### src/rtl/bssf_pkg.sv
package bssf_pkg;
  localparam int BYTE_W = 8;

  // fold one hosted BSSID into the running mask
  function automatic logic [BYTE_W-1:0] fold_lane(input logic [BYTE_W-1:0] cur,
                                                  input logic [BYTE_W-1:0] mac,
                                                  input logic [BYTE_W-1:0] bss);
    return cur & ~(mac ^ bss);
  endfunction
endpackage

### src/rtl/bssf_mask_builder.sv
module bssf_mask_builder
  import bssf_pkg::*;
#(
  parameter int ADDR_BYTES = 6,
  localparam int ADDR_W = ADDR_BYTES * BYTE_W
) (
  input  logic              clk,
  input  logic              rst,
  input  logic [ADDR_W-1:0] mac_addr,
  input  logic              clr,
  input  logic              vld,
  input  logic [ADDR_W-1:0] bssid,
  output logic [ADDR_W-1:0] mask
);
  logic [ADDR_W-1:0] mask_q;

  for (genvar b = 0; b < ADDR_BYTES; b++) begin : g_lane
    always_ff @(posedge clk) begin
      if (rst || clr)
        mask_q[b*BYTE_W +: BYTE_W] <= '1;
      else if (vld)
        mask_q[b*BYTE_W +: BYTE_W] <= fold_lane(mask_q[b*BYTE_W +: BYTE_W],
                                                mac_addr[b*BYTE_W +: BYTE_W],
                                                bssid[b*BYTE_W +: BYTE_W]);
    end
  end

  assign mask = mask_q;

  // clear (also when paired with a valid BSSID) restores all ones
  assert_clear_R1: assert property (@(posedge clk) disable iff (rst)
    clr |=> (mask_q == '1));
  assert_clear_wins_R3: assert property (@(posedge clk) disable iff (rst)
    (clr && vld) |=> (mask_q == '1));
  // folding only ever removes bits
  assert_no_set_R2: assert property (@(posedge clk) disable iff (rst)
    (!clr) |=> ((mask_q & ~$past(mask_q)) == '0));
endmodule

### src/rtl/bssf_mask_regs.sv
module bssf_mask_regs
  import bssf_pkg::*;
#(
  parameter int ADDR_BYTES = 6,
  parameter int LO_BYTES   = 4,
  localparam int ADDR_W = ADDR_BYTES * BYTE_W,
  localparam int LO_W   = LO_BYTES * BYTE_W,
  localparam int HI_W   = ADDR_W - LO_W
) (
  input  logic              clk,
  input  logic              rst,
  input  logic              lo_we,
  input  logic [LO_W-1:0]   lo_data,
  input  logic              hi_we,
  input  logic [HI_W-1:0]   hi_data,
  output logic [ADDR_W-1:0] mask
);
  logic [ADDR_W-1:0] mask_q;

  for (genvar b = 0; b < ADDR_BYTES; b++) begin : g_byte
    if (b < LO_BYTES) begin : g_lo
      always_ff @(posedge clk) begin
        if (rst)        mask_q[b*BYTE_W +: BYTE_W] <= '1;
        else if (lo_we) mask_q[b*BYTE_W +: BYTE_W] <= lo_data[b*BYTE_W +: BYTE_W];
      end
    end else begin : g_hi
      always_ff @(posedge clk) begin
        if (rst)        mask_q[b*BYTE_W +: BYTE_W] <= '1;
        else if (hi_we) mask_q[b*BYTE_W +: BYTE_W] <= hi_data[(b-LO_BYTES)*BYTE_W +: BYTE_W];
      end
    end
  end

  assign mask = mask_q;

  assert_lo_keeps_hi_R5: assert property (@(posedge clk) disable iff (rst)
    (lo_we && !hi_we) |=> $stable(mask_q[ADDR_W-1:LO_W]));
  assert_hi_keeps_lo_R5: assert property (@(posedge clk) disable iff (rst)
    (hi_we && !lo_we) |=> $stable(mask_q[LO_W-1:0]));
endmodule

### src/rtl/bssf_compare.sv
module bssf_compare
  import bssf_pkg::*;
#(
  parameter int ADDR_BYTES = 6,
  localparam int ADDR_W = ADDR_BYTES * BYTE_W
) (
  input  logic              clk,
  input  logic              rst,
  input  logic [ADDR_W-1:0] mac_addr,
  input  logic [ADDR_W-1:0] mask,
  input  logic              frm_vld,
  input  logic [ADDR_W-1:0] frm_bssid,
  output logic              acc_vld,
  output logic              acc_ok
);
  logic [ADDR_BYTES-1:0] lane_eq;
  logic                  vld_q, ok_q;

  for (genvar b = 0; b < ADDR_BYTES; b++) begin : g_lane
    assign lane_eq[b] = ((frm_bssid[b*BYTE_W +: BYTE_W] ^ mac_addr[b*BYTE_W +: BYTE_W])
                         & mask[b*BYTE_W +: BYTE_W]) == '0;
  end

  always_ff @(posedge clk) begin
    if (rst) begin
      vld_q <= 1'b0;
      ok_q  <= 1'b0;
    end else begin
      vld_q <= frm_vld;
      ok_q  <= frm_vld && (&lane_eq);
    end
  end

  assign acc_vld = vld_q;
  assign acc_ok  = ok_q;

  assert_latency_R6: assert property (@(posedge clk) disable iff (rst)
    frm_vld |=> acc_vld);
  assert_no_spurious_R6: assert property (@(posedge clk) disable iff (rst)
    !frm_vld |=> !acc_vld);
  assert_ok_qualified_R6: assert property (@(posedge clk) disable iff (rst)
    !acc_vld |-> !acc_ok);
endmodule

### src/rtl/bssid_mask_filter.sv
module bssid_mask_filter
  import bssf_pkg::*;
#(
  parameter int ADDR_BYTES = 6,
  parameter int LO_BYTES   = 4,
  localparam int ADDR_W = ADDR_BYTES * BYTE_W,
  localparam int LO_W   = LO_BYTES * BYTE_W,
  localparam int HI_W   = ADDR_W - LO_W
) (
  input  logic              clk,
  input  logic              rst,
  input  logic [ADDR_W-1:0] mac_addr,
  input  logic              bld_clr,
  input  logic              bld_vld,
  input  logic [ADDR_W-1:0] bld_bssid,
  output logic [LO_W-1:0]   bld_mask_lo,
  output logic [HI_W-1:0]   bld_mask_hi,
  input  logic              msk_lo_we,
  input  logic [LO_W-1:0]   msk_lo_data,
  input  logic              msk_hi_we,
  input  logic [HI_W-1:0]   msk_hi_data,
  input  logic              frm_vld,
  input  logic [ADDR_W-1:0] frm_bssid,
  output logic              acc_vld,
  output logic              acc_ok
);
  logic [ADDR_W-1:0] built_mask;
  logic [ADDR_W-1:0] active_mask;

  bssf_mask_builder #(.ADDR_BYTES(ADDR_BYTES)) u_builder (
    .clk(clk), .rst(rst), .mac_addr(mac_addr),
    .clr(bld_clr), .vld(bld_vld), .bssid(bld_bssid), .mask(built_mask)
  );

  assign bld_mask_lo = built_mask[LO_W-1:0];
  assign bld_mask_hi = built_mask[ADDR_W-1:LO_W];

  bssf_mask_regs #(.ADDR_BYTES(ADDR_BYTES), .LO_BYTES(LO_BYTES)) u_regs (
    .clk(clk), .rst(rst),
    .lo_we(msk_lo_we), .lo_data(msk_lo_data),
    .hi_we(msk_hi_we), .hi_data(msk_hi_data),
    .mask(active_mask)
  );

  bssf_compare #(.ADDR_BYTES(ADDR_BYTES)) u_cmp (
    .clk(clk), .rst(rst), .mac_addr(mac_addr), .mask(active_mask),
    .frm_vld(frm_vld), .frm_bssid(frm_bssid),
    .acc_vld(acc_vld), .acc_ok(acc_ok)
  );
endmodule

### config.mk
export PLATFORM = sky130hd
export DESIGN_NAME = bssid_mask_filter
export DESIGN_NICKNAME = d
export VERILOG_FILES = /design/src/rtl/bssf_pkg.sv /design/src/rtl/bssf_mask_builder.sv /design/src/rtl/bssf_mask_regs.sv /design/src/rtl/bssf_compare.sv /design/src/rtl/bssid_mask_filter.sv
export SDC_FILE = /design/constraint.sdc
export NUM_CORES = 1
export LEC_CHECK = 0
export CORE_ASPECT_RATIO = 0.6
export CORE_MARGIN = 10
export CORE_UTILIZATION = 42
export DETAILED_ROUTE_END_ITERATION = 16
export GPL_ROUTABILITY_DRIVEN = 0
export GPL_TIMING_DRIVEN = 0
export PLACE_DENSITY = 0.95
export REMOVE_ABC_BUFFERS = 1
export SLEW_MARGIN = 0
export SYNTH_ARGS = -nofsm -noshare
export SYNTH_HDL_FRONTEND = slang
export SYNTH_SLANG_ARGS = --single-unit
### constraint.sdc
create_clock -name clk -period 2.4 [get_ports clk]
set_clock_uncertainty 0.15 [all_clocks]
set_input_delay 0.24 -clock clk [delete_from_list [all_inputs] [get_ports clk]]
set_output_delay 0.24 -clock clk [all_outputs]
set_load 0.03 [all_outputs]
==> run summary <==
TritonCTS Buffers = 9
All-Layer GR Usage = 19.9%
sequential element share of the synthesized area = 44.2%
unrepaired setup endpoints after global routing = no
max-cap viol count = 0
via count = 4088
Slew HR = 19.4%
CP required = 2.52 ns
starting density of the core = 44.0%
Leak Pwr = 0.00293 uW
# setup viols final = 0
DIE WIDTH = 153 um
CTS clk-pin slew, worst paths = 0.06 ns
number of global-route vias before repair = 4461
Power Dens Cells = 552 mW/mm2
Synth Cell Area = 0.00444 mm2
critical path launch point type = input port
worst slew pin tran = 1.21 ns
Area Growth Syn to Fin = 64.0%
DR WL met3 = 1.54 mm
largest net degree at the start of global routing = 51
hold violation count in the final report = 0
Tcrit/Tclk final = 85.8%
Worst EP arrival = 2.18 ns
run status = finished clean
Pwr Total = 4020 uW
DRC = 0
CTS root buf = clkbuf_16
initial antenna violation count = 0
Die H = 99.7 um
final wirelength = 15.7 mm
clk sinks = 98
Mapped Cells = 442
post-layout util = 72.2%
Detail Route met2 WL = 7.75 mm
Synth warnings = 0
DRT Pass-1 Iters = 5
number of I/O port buffers = 248
CTS Hold Bufs = 0
final cell count without fillers = 816
Highest Clock Rate = 486 MHz
commonest non-fill, non-tap cell in the layout = clkdlybuf4s50_1
type of the worst min-delay path = reg -> reg
Iter 0 DRT Violations = 132
first-pass GRT wire length = 24.4 mm
count of pins over their slew limit = 0
ANT cells = 0
crit path kind = in -> reg
CTS Buffer Depth = 2
final net count = 876
post-detail-place hpwl = 12.8 mm
Core Area = 0.0101 mm2
Vias/cell = 5.01
Max VDD drop = 0.353 mV
Synth Area per Inst = 10.1 um2
fin crit period = 2.06 ns
DRT met1 WL = 6.27 mm
Netlist cell types = 19
H-Tree Depth = 3
Setup crit end kind = flop
post-detailed-route wirelength per cell = 19.3 um
fraction of final layout cells sized beyond drive strength 1 = 3.67%
Synth Register Bits = 98
Crit Path Max Fanout = 50
Detail Route Antenna Nets = 0
num ports = 249
Rows = 28
clk_lat worst skew = 0.33 ns
CTS tree = yes
commonest non-fill, non-tap cells in the layout = clkdlybuf4s50_1, dfxtp_1, xor2_1
total grt overflow = 0
Post CTS Setup Buffer Count = 0
Die ar. = 0.0152 mm2
highest metal used = met4
# resized after CTS = 0
placed insts = 801
==> state kept, by name, summed over array words and instances (netlist names) <==
register / flops
u_builder.mask: 48
u_regs.mask: 48
u_cmp.acc_ok: 1
u_cmp.acc_vld: 1
==> Yosys cell counts <==
cell	n	area, um2
a21boi_0	1	7.51
nor4_2	1	12.5
a222oi_1	1	10.0
xor2_1	96	841
a22oi_1	4	30.0
a221oi_2	4	60.1
a221oi_1	5	43.8
clkbuf_1	15	56.3
a21o_1	48	360
or2_2	1	6.26
buf_2	5	25.0
nand3_1	1	5.00
nand4_1	3	18.8
buf_1	5	18.8
nor2b_1	49	307
a22o_1	9	78.8
nand2_1	48	180
a211o_1	48	420
dfxtp_1	98	1960
==> final cells by class <==
type / instances / area, um2
clock buffer: 10 / 239
clock inverter: 5 / 38.8
fill: 685 / 2810
multi-input combinational: 319 / 2380
sequential: 98 / 1960
tap: 135 / 169
timing repair buffer: 249 / 2490
==> layer usage <==
layer	up-vias	global-route usage, %
met2	181	35.3
met5	-	0
li1	1995	-
met1	1898	21.7
met4	0	4.38
met3	14	8.56
==> cells by family after synthesis <==
| group | Yosys count | synth area share (%) |
|---|---|---|
| flops | 98 | 44.2 |
| xor+xnor | 96 | 18.9 |
| buf+inv | 25 | 2.25 |
| simple gates | 103 | 11.9 |
| compound gates | 120 | 22.8 |
==> path summary, 6_finish.rpt <==
check,slack [ns],from,cells past startpoint,endpoint
max,0.34,rst,3,u_builder.mask[37]$_SDFFE_PP1P_
min,0.30,u_builder.mask[20]$_SDFFE_PP1P_,1,u_builder.mask[20]$_SDFFE_PP1P_
max reg2reg,0.75,u_regs.mask[47]$_SDFFE_PP1P_,4,u_cmp.acc_ok$_SDFF_PP0_
min reg2reg,0.30,u_builder.mask[20]$_SDFFE_PP1P_,1,u_builder.mask[20]$_SDFFE_PP1P_
==> report_power, final <==
part / switching [uW] / internal, uW
Sequential: 47.2 / 1720
Combinational: 379 / 537
Clock: 606 / 733
==> per-stage QoR <==
stage / hold WS [ns] / worst slack [ns] / setup TNS (ns) / instance area (um2)
after floorplan: 0.170 / 1.03 / 0 / 4340
after global placement: 0.282 / -0.915 / -58.94 / 6990
after detailed placement: 0.290 / 0.0374 / 0 / 7010
after CTS: 0.305 / 0.382 / 0 / 7280
after global routing: 0.322 / 0.218 / 0 / 7280
final: 0.300 / 0.342 / 0 / 7280
==> critical path: stages <==
cell and delay, ns:
buf_2 0.74, or2_2 0.97, a21o_1 0.15
No activity file was read; power rests on OpenSTA's default activity.
